$ cat config.mk
export PLATFORM = sky130hd
export DESIGN_NAME = vliw_lockstep_issue
export DESIGN_NICKNAME = d
export VERILOG_FILES = /design/src/rtl/vliw_issue_pkg.sv /design/src/rtl/vliw_slot_track.sv /design/src/rtl/vliw_issue_counters.sv /design/src/rtl/vliw_lockstep_issue.sv
export SDC_FILE = /design/constraint.sdc
export NUM_CORES = 1
export LEC_CHECK = 0
export BUFFER_PORTS_ARGS = -buffer_cell sky130_fd_sc_hd__buf_2
export CAP_MARGIN = 10
export CORE_MARGIN = 1
export CORE_UTILIZATION = 52
export DETAILED_ROUTE_END_ITERATION = 8
export GPL_TIMING_DRIVEN = 0
export MAX_ROUTING_LAYER = met4
export PLACE_DENSITY = 0.95
export SYNTH_ARGS = -nofsm -noshare
export SYNTH_HDL_FRONTEND = slang
export SYNTH_SLANG_ARGS = --single-unit
$ cat constraint.sdc
create_clock -name clk -period 7.05 [get_ports clk]
set_input_delay 1.7625 -clock clk [delete_from_list [all_inputs] [get_ports clk]]
set_output_delay 1.7625 -clock clk [all_outputs]
set_load 0.02 [all_outputs]
$ cat src/rtl/vliw_issue_pkg.sv
package vliw_issue_pkg;

    // Unit role bound to each slot position, in slot order.
    typedef enum int unsigned {
        ROLE_ALU = 0,
        ROLE_MUL = 1,
        ROLE_LSU = 2
    } slot_role_e;

    localparam int unsigned ROLE_COUNT = 3;

    // Per-cycle events handed to the statistics block.
    typedef struct packed {
        logic retire;
        logic stall_cyc;
    } issue_evt_t;

endpackage

$ cat src/rtl/vliw_slot_track.sv
module vliw_slot_track #(
    parameter int unsigned OPC_W  = 4,
    parameter int unsigned OPND_W = 32
) (
    input  logic              clk,
    input  logic              rst_n,
    input  logic              accept_i,
    input  logic [OPC_W-1:0]  opc_i,
    input  logic [OPND_W-1:0] opnd_i,
    input  logic              done_i,
    output logic              launch_o,
    output logic [OPC_W-1:0]  opc_o,
    output logic [OPND_W-1:0] opnd_o,
    output logic              pending_o,
    output logic              finish_o
);

    typedef struct packed {
        logic              pending;
        logic              launch;
        logic [OPC_W-1:0]  opc;
        logic [OPND_W-1:0] opnd;
    } trk_t;

    trk_t trk_d, trk_q;
    logic live;

    assign live = |opc_i;

    always_comb begin
        trk_d        = trk_q;
        trk_d.launch = 1'b0;
        if (accept_i) begin
            trk_d.opc     = opc_i;
            trk_d.opnd    = opnd_i;
            trk_d.launch  = live;
            trk_d.pending = live;
        end else if (trk_q.pending && done_i) begin
            trk_d.pending = 1'b0;
        end
    end

    always_ff @(posedge clk or negedge rst_n) begin
        if (!rst_n) begin
            trk_q <= '0;
        end else begin
            trk_q <= trk_d;
        end
    end

    assign launch_o  = trk_q.launch;
    assign opc_o     = trk_q.opc;
    assign opnd_o    = trk_q.opnd;
    assign pending_o = trk_q.pending;
    assign finish_o  = trk_q.pending & done_i;

endmodule

$ cat src/rtl/vliw_issue_counters.sv
module vliw_issue_counters
    import vliw_issue_pkg::*;
#(
    parameter int unsigned CNT_W = 16,
    parameter int unsigned OPS_W = 2
) (
    input  logic             clk,
    input  logic             rst_n,
    input  issue_evt_t       evt_i,
    input  logic [OPS_W-1:0] add_ops_i,
    output logic [CNT_W-1:0] retired_o,
    output logic [CNT_W-1:0] ops_o,
    output logic [CNT_W-1:0] stalls_o
);

    typedef struct packed {
        logic [CNT_W-1:0] retired;
        logic [CNT_W-1:0] ops;
        logic [CNT_W-1:0] stalls;
    } cnt_t;

    cnt_t cnt_d, cnt_q;

    always_comb begin
        cnt_d     = cnt_q;
        cnt_d.ops = cnt_q.ops + CNT_W'(add_ops_i);
        if (evt_i.retire) begin
            cnt_d.retired = cnt_q.retired + 1'b1;
        end
        if (evt_i.stall_cyc) begin
            cnt_d.stalls = cnt_q.stalls + 1'b1;
        end
    end

    always_ff @(posedge clk or negedge rst_n) begin
        if (!rst_n) begin
            cnt_q <= '0;
        end else begin
            cnt_q <= cnt_d;
        end
    end

    assign retired_o = cnt_q.retired;
    assign ops_o     = cnt_q.ops;
    assign stalls_o  = cnt_q.stalls;

endmodule

$ cat src/rtl/vliw_lockstep_issue.sv
module vliw_lockstep_issue
    import vliw_issue_pkg::*;
#(
    parameter int unsigned SLOTS  = ROLE_COUNT,
    parameter int unsigned OPC_W  = 4,
    parameter int unsigned OPND_W = 32,
    parameter int unsigned CNT_W  = 16
) (
    input  logic                    clk,
    input  logic                    rst_n,
    input  logic                    bundle_valid,
    output logic                    bundle_ready,
    input  logic [SLOTS*OPC_W-1:0]  bundle_opc,
    input  logic [SLOTS*OPND_W-1:0] bundle_opnd,
    output logic [SLOTS-1:0]        slot_launch,
    output logic [SLOTS*OPC_W-1:0]  slot_opc,
    output logic [SLOTS*OPND_W-1:0] slot_opnd,
    input  logic [SLOTS-1:0]        unit_done,
    output logic                    stall,
    output logic [CNT_W-1:0]        cnt_retired,
    output logic [CNT_W-1:0]        cnt_ops,
    output logic [CNT_W-1:0]        cnt_stall
);

    localparam int unsigned OPS_W = $clog2(SLOTS + 1);

    logic             accept;
    logic [SLOTS-1:0] live;
    logic [SLOTS-1:0] pending;
    logic [SLOTS-1:0] finish;
    logic [SLOTS-1:0] left_over;
    logic [OPS_W-1:0] issue_n;
    logic [OPS_W-1:0] add_ops;
    issue_evt_t       evt;

    // One tracker per slot; no slot looks at any other slot.
    for (genvar s = 0; s < SLOTS; s++) begin : g_slot
        assign live[s] = |bundle_opc[s*OPC_W +: OPC_W];

        vliw_slot_track #(
            .OPC_W  (OPC_W),
            .OPND_W (OPND_W)
        ) u_track (
            .clk       (clk),
            .rst_n     (rst_n),
            .accept_i  (accept),
            .opc_i     (bundle_opc[s*OPC_W +: OPC_W]),
            .opnd_i    (bundle_opnd[s*OPND_W +: OPND_W]),
            .done_i    (unit_done[s]),
            .launch_o  (slot_launch[s]),
            .opc_o     (slot_opc[s*OPC_W +: OPC_W]),
            .opnd_o    (slot_opnd[s*OPND_W +: OPND_W]),
            .pending_o (pending[s]),
            .finish_o  (finish[s])
        );
    end

    always_comb begin
        issue_n = '0;
        for (int s = 0; s < SLOTS; s++) begin
            issue_n = issue_n + OPS_W'(live[s]);
        end
    end

    assign bundle_ready = ~|pending;
    assign stall        = |pending;
    assign accept       = bundle_valid & bundle_ready;
    assign left_over    = pending & ~finish;
    assign add_ops      = accept ? issue_n : '0;

    // Retire: an empty bundle on acceptance, otherwise when the last
    // outstanding slot is cleared.
    always_comb begin
        evt.retire    = (accept && (issue_n == '0)) ||
                        ((|pending) && !(|left_over));
        evt.stall_cyc = |pending;
    end

    vliw_issue_counters #(
        .CNT_W (CNT_W),
        .OPS_W (OPS_W)
    ) u_counters (
        .clk       (clk),
        .rst_n     (rst_n),
        .evt_i     (evt),
        .add_ops_i (add_ops),
        .retired_o (cnt_retired),
        .ops_o     (cnt_ops),
        .stalls_o  (cnt_stall)
    );

endmodule

==> results of run 1 <==
-- cell usage in the layout (no fill, tap or decap), types with 2 or more instances in the layout --
cell type,Yosys,final
nand2_1,344,344
nand4_1,12,12
buf_4,5,5
and3_1,3,3
nand2b_1,4,4
clkbuf_8,0,2
o21ai_0,3,3
clkinvlp_4,0,2
ha_1,4,4
and4_1,4,4
xnor2_1,23,23
nor4_1,5,5
buf_2,6,279
fa_1,2,2
a211oi_1,3,3
xor2_1,21,21
clkbuf_1,18,20
nor2_1,12,12
nand3_1,13,13
a21oi_1,5,5
clkinv_4,0,2
a2111oi_1,3,3
inv_1,8,8
bufinv_16,0,3
clkbuf_16,0,17
dfrtp_1,162,162
clkinv_2,0,2
-- power by group --
group	total, mW	internal, mW	switching (mW)
clock network	0.927	0.571	0.356
registers	1.55	1.31	0.247
logic	1.76	0.565	1.19
-- routing by layer --
metal	global-route usage	routed length (µm)	up-vias	part of all wire
met5	-	0	-	0
met4	0.1143	404	0	0.023
met3	0.06458	1107	37	0.064
met2	0.4885	8996	226	0.52
met1	0.3185	6689	2751	0.39
li1	-	-	2717	-
-- final cells by class --
type | count | area (µm²)
flip-flops and latches | 162 | 4054
clock buffers | 21 | 460.4
clock inverters | 9 | 132.6
well taps | 168 | 210.2
inverters | 9 | 33.78
multi-input cells | 476 | 2320
plain buffers | 29 | 135.1
fillers | 859 | 3411
repair buffers | 275 | 1405
-- registers in the layout, indices dropped and copies added, names as in the netlist --
name and flops:
g_slot.u_track.launch_o 3, g_slot.u_track.pending_o 3, g_slot.u_track.opnd_o 96, g_slot.u_track.opc_o 12
u_counters.ops_o 16, u_counters.retired_o 16, u_counters.stalls_o 16
-- cell families (layout without fill, tap and decap cells) --
group                      count (synthesis)  after routing
buffers and inverters                     38            343
DFF                                      162            162
xor gates and xnor gates                  44             44
AOI/OAI and AO/OA                         19             19
muxes                                      1              1
and+or+nand+nor                          406            406
adders and majority gates                  6              6
-- worst max path at each step --
stage / endpoint / depth (start not counted)
2_1_floorplan: u_counters.ops_o[14]$_DFF_PN0_ / 10
3_3_place_gp: g_slot[1].u_track.opc_o[0]$_DFFE_PN0P_ / 1
3_5_place_dp: u_counters.ops_o[14]$_DFF_PN0_ / 11
4_1_cts: u_counters.ops_o[12]$_DFF_PN0_ / 11
5_1_grt: u_counters.ops_o[12]$_DFF_PN0_ / 11
6_report: u_counters.ops_o[14]$_DFF_PN0_ / 11
-- stage by stage --
step | power [mW] | hold WS [ns] | cell area, µm²
floorplan | 2.639 | 0.5777 | 6543
global placement | 3.230 | 0.4514 | 8124
detailed placement | 3.313 | 0.4566 | 8158
CTS | 4.255 | 0.4708 | 8751
global route | 4.479 | 0.4880 | 8751
finish | 4.237 | 0.4680 | 8751
-- worst max-delay path: cells and delay by family --
kind | cells | cell delay, ns
xor gates and xnor gates | 1 | 0.14
adders and majority gates | 3 | 1.20
buffers and inverters | 2 | 0.16
and+or+nand+nor | 5 | 1.79
==> metrics.cfg, run 1 <==
[clocking]
hold_buffers=0
clock_sinks=162
numCtsBuffers=17
clockBufferDepth=2
cts.repair.resized=0
clock_latency_ns=0.43
cts_tree=built
root_buffer=clkbuf_16
clkTransAtPathRegs_ns=0.06
h-tree-depth=4
post_cts_buffers=0

[timing]
setup_viol_count_final=0
tightest_slew_ns=1.125
finalCriticalPeriod_ns=4.707
rsz0062_at_grt=false
report.final.hold_viol_count=0
min_period_over_period=0.6677
fin_ws_ns=2.343
skew_ns=0.01043
tns_ns=0
fmax_mhz=212.4
maxSlewViolCount=0
slew_headroom=0.2430

[layout]
nets=1090
area_delta_synth_final_pct=33.75
postLayoutCoreUtil=0.7195
antenna_cells=0
layout.cells.non_filler=1149
drive_gt1_frac=0.3293

[power_and_ir_drop]
power_per_cell_area_mw_per_mm2=484.2
p_leak_nw=4.988
ir_worst_vdd_uv=294.2

[die]
fp.dieW_um=114.2
core_mm2=0.01216
io_pins=275
rows=40
dieArea_mm2=0.01303
start_util=0.5380
die-height_um=114.2

[route]
vias=5731
ant_nets=0
drt_wl_total_um=17200
drt-pass1-iter-count=5
route.detailed.drc=0
vias_per_cell=4.988
wl_per_cell_um=14.97
drt-initial-drc-count=408

[synthesis]
syn_nets=796
synth-edff-count=0
synth_compound_area_frac=0.02410
ys_types=37
ys_warn_count=0
synth_top_family_by_area=simple AND/OR/NAND/NOR gates
yosys-top-cells-count=344 x nand2_1, 162 x dfrtp_1, 23 x xnor2_1
yosysMostFrequentCell=nand2_1
muxShareOfSynthArea=0.001721
synthCells=676
synthAdderAreaFrac=0.01377
yosysSeqAreaShare=0.6196
avgSynthCellArea_um2=9.678
synthArstFlopShare=1.000
synth_xor_area_frac=0.05890
yosysTopAreaCellShare=0.6196
synth_ff_type=dfrtp_1
ys_seq_elements=162
netlist_top_cells_area=dfrtp_1 62%, nand2_1 20%, xnor2_1 3.1%
netlist_area_mm2=0.006543
post-synth-top-area-cell=dfrtp_1
synth-simple-area-share=0.2561

[outcome]
outcome=completed

[place]
io_buffer_count=274
dp_slack_ns=2.007
dp_cells=1119
gp_congestion=0.8064
hpwl_um=12670

[critical_path]
critical_path_peak_fanout=4
start_kind=input pin
slowest_delay_ns=0.94
r2r_end=u_counters.ops_o[14]$_DFF_PN0_
slowest_stage=nor4_1
cp.arrival_ns=5.06
end_kind=register
path_cells=buf_2 -> nor4_1 -> fa_1 -> nor2_1 -> ha_1 -> inv_1 -> fa_1 -> nor2b_1 -> nand2_1 -> nor3_1 -> xnor2_1
r2r_slack_ns=3.72
crit-reg2reg-launch=g_slot[1].u_track.pending_o$_DFFE_PN0P_
startpoint=bundle_opc[5]
crit_top_cell=fa_1
worstSetupPathType=input pin to register
r2r_cells=11
cp.required_ns=7.40

[worst_hold_path]
worstHoldPathCells=2
holdPathEnd=g_slot[2].u_track.opnd_o[14]$_DFFE_PN0P_
hp-class=register to register
min_from=g_slot[2].u_track.opnd_o[14]$_DFFE_PN0P_

[grt]
grt_pass1_wl_um=27050
grt_pass1_vias=5534
grt_usage=0.2831
grt_overflow=0
grt_max_degree=89
antenna_found_initial=0

[run]
maxCapViolations=0

No activity file was read; power rests on OpenSTA's default activity.
==> inputs of run 2 (changes only) <==
--- a/config.mk
+++ b/config.mk
@@ -5,14 +5,15 @@
 export SDC_FILE = /design/constraint.sdc
 export NUM_CORES = 1
 export LEC_CHECK = 0
+export ABC_AREA = 1
 export BUFFER_PORTS_ARGS = -buffer_cell sky130_fd_sc_hd__buf_2
 export CAP_MARGIN = 10
 export CORE_MARGIN = 1
-export CORE_UTILIZATION = 52
+export CORE_UTILIZATION = 49
 export DETAILED_ROUTE_END_ITERATION = 8
 export GPL_TIMING_DRIVEN = 0
 export MAX_ROUTING_LAYER = met4
-export PLACE_DENSITY = 0.95
+export PLACE_DENSITY = 0.9
 export SYNTH_ARGS = -nofsm -noshare
 export SYNTH_HDL_FRONTEND = slang
 export SYNTH_SLANG_ARGS = --single-unit
==> constraint.sdc (replaced) <==
create_clock -name clk -period 4.4 [get_ports clk]
set_input_delay 1.1 -clock clk [delete_from_list [all_inputs] [get_ports clk]]
set_output_delay 1.1 -clock clk [all_outputs]
set_load 0.02 [all_outputs]
==> run 2 against run 1 <==
Effect of this change: via count up 10%; synthesized area up 4.9%; sequential share of layout area shrank 1.7 points; critical endpoint is now u_counters.ops_o[10]$_DFF_PN0_; clock skew down 0.0022 ns.
==> metrics.cfg, run 2 <==
[outcome]
outcome=completed

[clocking]
clkTransAtPathRegs_ns=0.06  ; about the same
hold_buffers=0  ; unchanged
cts.repair.resized=0  ; unchanged
clock_latency_ns=0.42  ; about the same
cts_tree=built
post_cts_buffers=0  ; unchanged
root_buffer=clkbuf_16
clockBufferDepth=2  ; unchanged
clock_sinks=162  ; unchanged
numCtsBuffers=17  ; unchanged
h-tree-depth=4  ; unchanged

[layout]
antenna_cells=0  ; unchanged
layout_common_cells=425 x nand2_1, 287 x buf_2, 162 x dfrtp_1, 40 x inv_1, 36 x nor2_1
largest_reg_flops=96  ; unchanged
drive_gt1_frac=0.3050  ; -0.02428
nets=1212  ; +11%
layout.cells.non_filler=1281  ; +11%
layout_commonest_cell=nand2_1
final_area_mm2=0.009086  ; +3.8%
area_delta_synth_final_pct=32.37
postLayoutCoreUtil=0.6754  ; -0.04414

[die]
die-height_um=120.4  ; +5.4%
fp.dieW_um=120.4  ; +5.4%
io_pins=275  ; unchanged
rows=42  ; +5.0%
start_util=0.5102  ; -0.02773
dieArea_mm2=0.01449  ; +11%
core_mm2=0.01345  ; +11%

[worst_hold_path]
min_from=g_slot[0].u_track.opnd_o[25]$_DFFE_PN0P_
hp-class=register to register

[synthesis]
ys_warn_count=0  ; unchanged
ys_types=24  ; -35%
synth-edff-count=0  ; unchanged
ys_seq_elements=162  ; unchanged
avgSynthCellArea_um2=8.602  ; -11%
post-synth-top-area-cell=dfrtp_1
synthCells=798  ; +18%
netlist_area_mm2=0.006864  ; +4.9%
netlist_top_cells_area=dfrtp_1 59%, nand2_1 23%, xor2_1 2.7%
yosysMostFrequentCell=nand2_1
yosys-top-cells-count=425 x nand2_1, 162 x dfrtp_1, 40 x inv_1
synth_ff_type=dfrtp_1
synthArstFlopShare=1.000  ; unchanged
yosysSeqAreaShare=0.5906  ; -0.02903
yosysTopAreaCellShare=0.5906  ; -0.02903
syn_nets=918  ; +15%

[grt]
grt_pass1_vias=6243  ; +13%
grt_overflow=0  ; unchanged
grt_max_degree=129  ; +45%
antenna_found_initial=0  ; unchanged
grt_usage=0.2789  ; -0.004120
grt_pass1_wl_um=30130  ; +11%

[route]
vias=6327  ; +10%
drt_wl_total_um=18770  ; +9.2%
vias_per_cell=4.939  ; -0.98%
ant_nets=0  ; unchanged
drt-initial-drc-count=398  ; -2.5%
drt-pass1-iter-count=4  ; -1
route.detailed.drc=0  ; unchanged
wl_per_cell_um=14.66  ; -2.1%

[critical_path]
slowest_delay_ns=0.84  ; -0.10 ns
end_kind=register
slowest_stage=nor4_1
crit-reg2reg-launch=g_slot[1].u_track.pending_o$_DFFE_PN0P_
worstSetupPathType=input pin to register
cp.required_ns=4.70  ; -2.70 ns
critical_path_peak_fanout=4  ; unchanged
path_cells=buf_2 -> nor4_1 -> fa_1 -> nor2_1 -> ha_1 -> inv_1 -> fa_1 -> nand3b_1 -> nor3_1 -> nand2_1 -> xnor2_1
startpoint=bundle_opc[5]
cp.arrival_ns=4.34  ; -0.72 ns
start_kind=input pin
crit_top_cell=fa_1

[power_and_ir_drop]
ir_worst_vdd_uv=480.3  ; +63%
p_comb_frac=0.415  ; about the same
switching_share=0.4309  ; +0.007354
p_sw_mw=2.920  ; +63%
intPower_mw=3.857  ; +58%
p_seq_frac=0.367  ; about the same
clock_power_share=0.218  ; about the same
p_total_mw=6.777  ; +60%
p_leak_nw=5.213  ; +4.5%
power_per_cell_area_mw_per_mm2=745.8  ; +54%

[timing]
tightest_slew_ns=0.9886  ; -0.1365 ns
report.final.hold_viol_count=0  ; unchanged
tns_ns=0  ; unchanged
min_period_over_period=0.9174
fmax_mhz=247.7
finalCriticalPeriod_ns=4.037
rsz0062_at_grt=false
fin_ws_ns=0.3634  ; -1.979 ns
slew_headroom=0.3348  ; +0.09183
setup_viol_count_final=0  ; unchanged
skew_ns=0.008241  ; -0.002187 ns
maxSlewViolCount=0  ; unchanged
hold_slack_ns=0.4645  ; -0.003449 ns

[place]
gp_congestion=0.8847  ; +9.7%
io_buffer_count=274  ; unchanged
hpwl_um=13810  ; +9.0%
place_area_mm2=0.008493  ; +4.1%
dp_cells=1249  ; +12%
dp_slack_ns=-0.1268  ; -2.134 ns

[run]
maxCapViolations=0  ; unchanged

-- run 2: cell types whose count changed in the layout (fill, tap and decap cells not counted), sizes merged, moves of 5 or more --
cell	delta
a2111oi	-5
clkbuf	-13
xnor2	-10
inv	+36
a21oi	-5
buf	+13
o21ai	+7
nand3	+12
nor2	+26
nor3	+5
nand2	+83
-- run 2: critical path: cells and delay by family --
| family | cells | cell delay (ns) |
|---|---|---|
| xor+xnor | 1 | 0.15 |
| fa+ha+maj | 3 | 1.16 |
| buf+inv | 2 | 0.16 |
| simple gates | 5 | 1.75 |
-- run 2: worst paths after layout --
path | endpoint | slack (ns) | cells past startpoint
max in group asynchronous | g_slot[2].u_track.opnd_o[9]$_DFFE_PN0P_ | 2.95 | 2
worst min-delay path | g_slot[0].u_track.opnd_o[25]$_DFFE_PN0P_ | 0.46 | 2
worst max-delay path | u_counters.ops_o[10]$_DFF_PN0_ | 0.36 | 11
worst max register to register | u_counters.ops_o[10]$_DFF_PN0_ | 1.46 | 13
min in group asynchronous | u_counters.stalls_o[11]$_DFFE_PN0P_ | 0.54 | 1
worst min register to register | g_slot[0].u_track.opnd_o[25]$_DFFE_PN0P_ | 0.46 | 2
-- run 2: logic make-up (layout without fill, tap and decap cells) --
kind of cell | Yosys count | in the layout | share of synthesized area
AO/OA/AOI/OAI | 11 | 11 | 0.008384
flip-flops | 162 | 162 | 0.5906
buffers and inverters | 73 | 380 | 0.04958
XOR/XNOR | 34 | 34 | 0.04338
adder cells (fa/ha/maj) | 6 | 6 | 0.01312
AND/OR/NAND/NOR | 512 | 512 | 0.2949
-- run 2: cell type report --
type,count,area [µm²]
Fill cell,1034,4367
Inverter,41,153.9
Sequential cell,162,4054
Timing Repair Buffer,275,1409
Clock buffer,18,439.2
Multi-Input combinational cell,563,2470
Buffer,32,186.4
Tap cell,176,220.2
Clock inverter,14,153.9
-- run 2: power by group through the flow --
stage / logic [mW] / clock network, mW / registers [mW]
global placement: 2.71 / 0 / 2.47
floorplan: 1.05 / 0 / 3.17
global route: 3.07 / 1.58 / 2.55
CTS: 2.83 / 1.50 / 2.48
finish: 2.81 / 1.48 / 2.49
detailed placement: 2.83 / 0 / 2.48
-- run 2: metal layers --
layer,track usage,part of all wire,vias up
met1,0.3282,0.40,2994
met2,0.4734,0.52,260
met3,0.05283,0.056,40
met5,-,0,-
met4,0.1103,0.024,0
li1,-,-,3033
==> inputs of run 3 (changes only) <==
--- a/config.mk
+++ b/config.mk
@@ -9,11 +9,11 @@
 export BUFFER_PORTS_ARGS = -buffer_cell sky130_fd_sc_hd__buf_2
 export CAP_MARGIN = 10
 export CORE_MARGIN = 1
-export CORE_UTILIZATION = 49
+export CORE_UTILIZATION = 44
 export DETAILED_ROUTE_END_ITERATION = 8
 export GPL_TIMING_DRIVEN = 0
 export MAX_ROUTING_LAYER = met4
-export PLACE_DENSITY = 0.9
+export PLACE_DENSITY = 0.86
 export SYNTH_ARGS = -nofsm -noshare
 export SYNTH_HDL_FRONTEND = slang
 export SYNTH_SLANG_ARGS = --single-unit
==> constraint.sdc (replaced) <==
create_clock -name clk -period 3.7 [get_ports clk]
set_input_delay 0.925 -clock clk [delete_from_list [all_inputs] [get_ports clk]]
set_output_delay 0.925 -clock clk [all_outputs]
set_load 0.02 [all_outputs]
==> run 3 against run 2 <==
Effect of this change: sequential share of layout area decreased by 0.18 points; utilization down 7.5 points; wire length is 4.7% lower; via count shrank 2.4%; non-clock buffer count is the same; critical path depth grew 1; combinational power is 18% higher; worst hold slack about the same; highest routed layer unchanged; clock-buffer cell count up 1.
==> metrics.cfg, run 3 (same netlist as run 2, synthesis figures left out) <==
[worst_hold_path]
hp-class=register to register
worstHoldPathCells=2  ; unchanged

[power_and_ir_drop]
power_per_cell_area_mw_per_mm2=875.7  ; +17%
ir_worst_vdd_uv=474.4  ; -1.2%
p_comb_frac=0.414  ; about the same
intPower_mw=4.578  ; +19%
switching_share=0.4269  ; -0.003971
clock_power_share=0.216  ; -0.002
p_leak_nw=5.213  ; about the same
p_seq_frac=0.370  ; +0.003
p_sw_mw=3.410  ; +17%
p_total_mw=7.988  ; +18%

[route]
drt-initial-drc-count=326  ; -18%
vias=6178  ; -2.4%
drt-pass1-iter-count=6  ; +2
ant_nets=0  ; unchanged
route.detailed.drc=0  ; unchanged
wl_per_cell_um=13.83  ; -5.6%
drt_wl_total_um=17900  ; -4.7%
vias_per_cell=4.774  ; -3.3%

[timing]
report.final.hold_viol_count=0  ; unchanged
skew_ns=0.01053  ; +0.002293 ns
tightest_slew_ns=0.6125  ; -0.3762 ns
fmax_mhz=298.5
maxSlewViolCount=0  ; unchanged
rsz0062_at_grt=false
finalCriticalPeriod_ns=3.350
min_period_over_period=0.9054
setup_viol_count_final=0  ; unchanged
fin_ws_ns=0.3502  ; -0.01318 ns
tns_ns=0  ; unchanged
slew_headroom=0.5917  ; +0.2569

[die]
die-height_um=126.9  ; +5.4%
io_pins=275  ; unchanged
rows=45  ; +7.1%
start_util=0.4515  ; -0.05871
fp.dieW_um=126.9  ; +5.4%
dieArea_mm2=0.01610  ; +11%
core_mm2=0.01520  ; +13%

[clocking]
clock_sinks=162  ; unchanged
clock_latency_ns=0.42  ; about the same
clkTransAtPathRegs_ns=0.06  ; about the same
hold_buffers=0  ; unchanged
h-tree-depth=4  ; unchanged
numCtsBuffers=17  ; unchanged
root_buffer=clkbuf_16
post_cts_buffers=0  ; unchanged
clockBufferDepth=2  ; unchanged
cts_tree=built

[critical_path]
slowest_stage=fa_1
end_kind=register
cp.arrival_ns=3.66  ; -0.68 ns
slowest_delay_ns=0.54  ; -0.30 ns
start_kind=input pin
critical_path_peak_fanout=4  ; unchanged
path_cells=buf_2 -> nor4_2 -> fa_1 -> nor2_1 -> ha_1 -> inv_1 -> fa_1 -> nand3b_1 -> nor3_2 -> nand3_1 -> nand2_1 -> nand2_1
cp.required_ns=4.01  ; -0.69 ns
worstSetupPathType=input pin to register
r2r_cells=14  ; +1

[grt]
grt_usage=0.2355  ; -0.04341
grt_max_degree=83  ; -36%
grt_pass1_vias=5886  ; -5.7%
antenna_found_initial=2  ; +2
grt_overflow=0  ; unchanged
grt_pass1_wl_um=28400  ; -5.7%

[place]
gp_congestion=0.8887  ; +0.45%
dp_slack_ns=-0.5691  ; -0.4423 ns
io_buffer_count=274  ; unchanged
hpwl_um=13370  ; -3.2%

[layout]
postLayoutCoreUtil=0.6001  ; -0.07533
largest_reg_flops=96  ; unchanged
nets=1212  ; unchanged
layout_common_cells=425 x nand2_1, 287 x buf_2, 162 x dfrtp_1, 40 x inv_1, 36 x nor2_1
area_delta_synth_final_pct=32.90
layout_commonest_cell=nand2_1
drive_gt1_frac=0.3071  ; +0.002088

[run]
maxCapViolations=0  ; unchanged

[outcome]
outcome=completed

## run 3: area by class of cell
type,count,area [µm²]
fill,1318,6080
inverter,41,153.9
buffer,32,186.4
clock buffer,19,442.9
tap,188,235.2
timing repair buffer,275,1409
multi-input combinational,563,2502
clock inverter,12,133.9
sequential,162,4054
antenna,2,5.005
## run 3: per-stage QoR
stage	hold WS, ns	std cells	area (µm²)
5_1_grt	0.4774	1294	9123
4_1_cts	0.4680	1292	9097
6_report	0.4642	1294	9123
3_3_place_gp	0.4489	1260	8471
2_1_floorplan	0.4715	798	6864
3_5_place_dp	0.4529	1261	8508
## run 3: metal layers
metal / wire length, µm / global-route usage / vias to the layer above
li1: - / - / 3028
met1: 7642 / 0.2816 / 2869
met2: 8827 / 0.3885 / 242
met3: 982 / 0.04892 / 39
met4: 448 / 0.09874 / 0
met5: 0 / - / -
## run 3: worst max-delay path, delay by kind of cell
family,cells,cell delay [ns]
AND/OR/NAND/NOR,7,1.44
adder cells (fa/ha/maj),3,1.11
buffers and inverters,2,0.17
## run 3: power groups by stage
| stage | sequential, mW | clock, mW | combinational [mW] |
|---|---|---|---|
| finish | 2.95 | 1.72 | 3.31 |
| global route | 3.04 | 1.84 | 3.63 |
| CTS | 2.94 | 1.75 | 3.34 |
| detailed placement | 2.95 | 0 | 3.34 |
| global placement | 2.93 | 0 | 3.22 |
| floorplan | 3.77 | 0 | 1.25 |
## run 3: final timing paths
check,slack [ns],from,endpoint
worst min-delay path,0.46,g_slot[0].u_track.opnd_o[0]$_DFFE_PN0P_,g_slot[0].u_track.opnd_o[0]$_DFFE_PN0P_
worst max-delay path,0.35,bundle_opc[9],u_counters.ops_o[14]$_DFF_PN0_
worst max register to register,0.91,g_slot[0].u_track.pending_o$_DFFE_PN0P_,u_counters.ops_o[14]$_DFF_PN0_
worst min register to register,0.46,g_slot[0].u_track.opnd_o[0]$_DFFE_PN0P_,g_slot[0].u_track.opnd_o[0]$_DFFE_PN0P_
max in group asynchronous,2.41,rst_n,g_slot[2].u_track.opnd_o[5]$_DFFE_PN0P_
min in group asynchronous,0.48,rst_n,u_counters.stalls_o[4]$_DFFE_PN0P_
## run 3: timing repair
item	CTS	global route
gates resized for setup	2	3
cloned	0	0
endpoints found under the setup margin	3	3
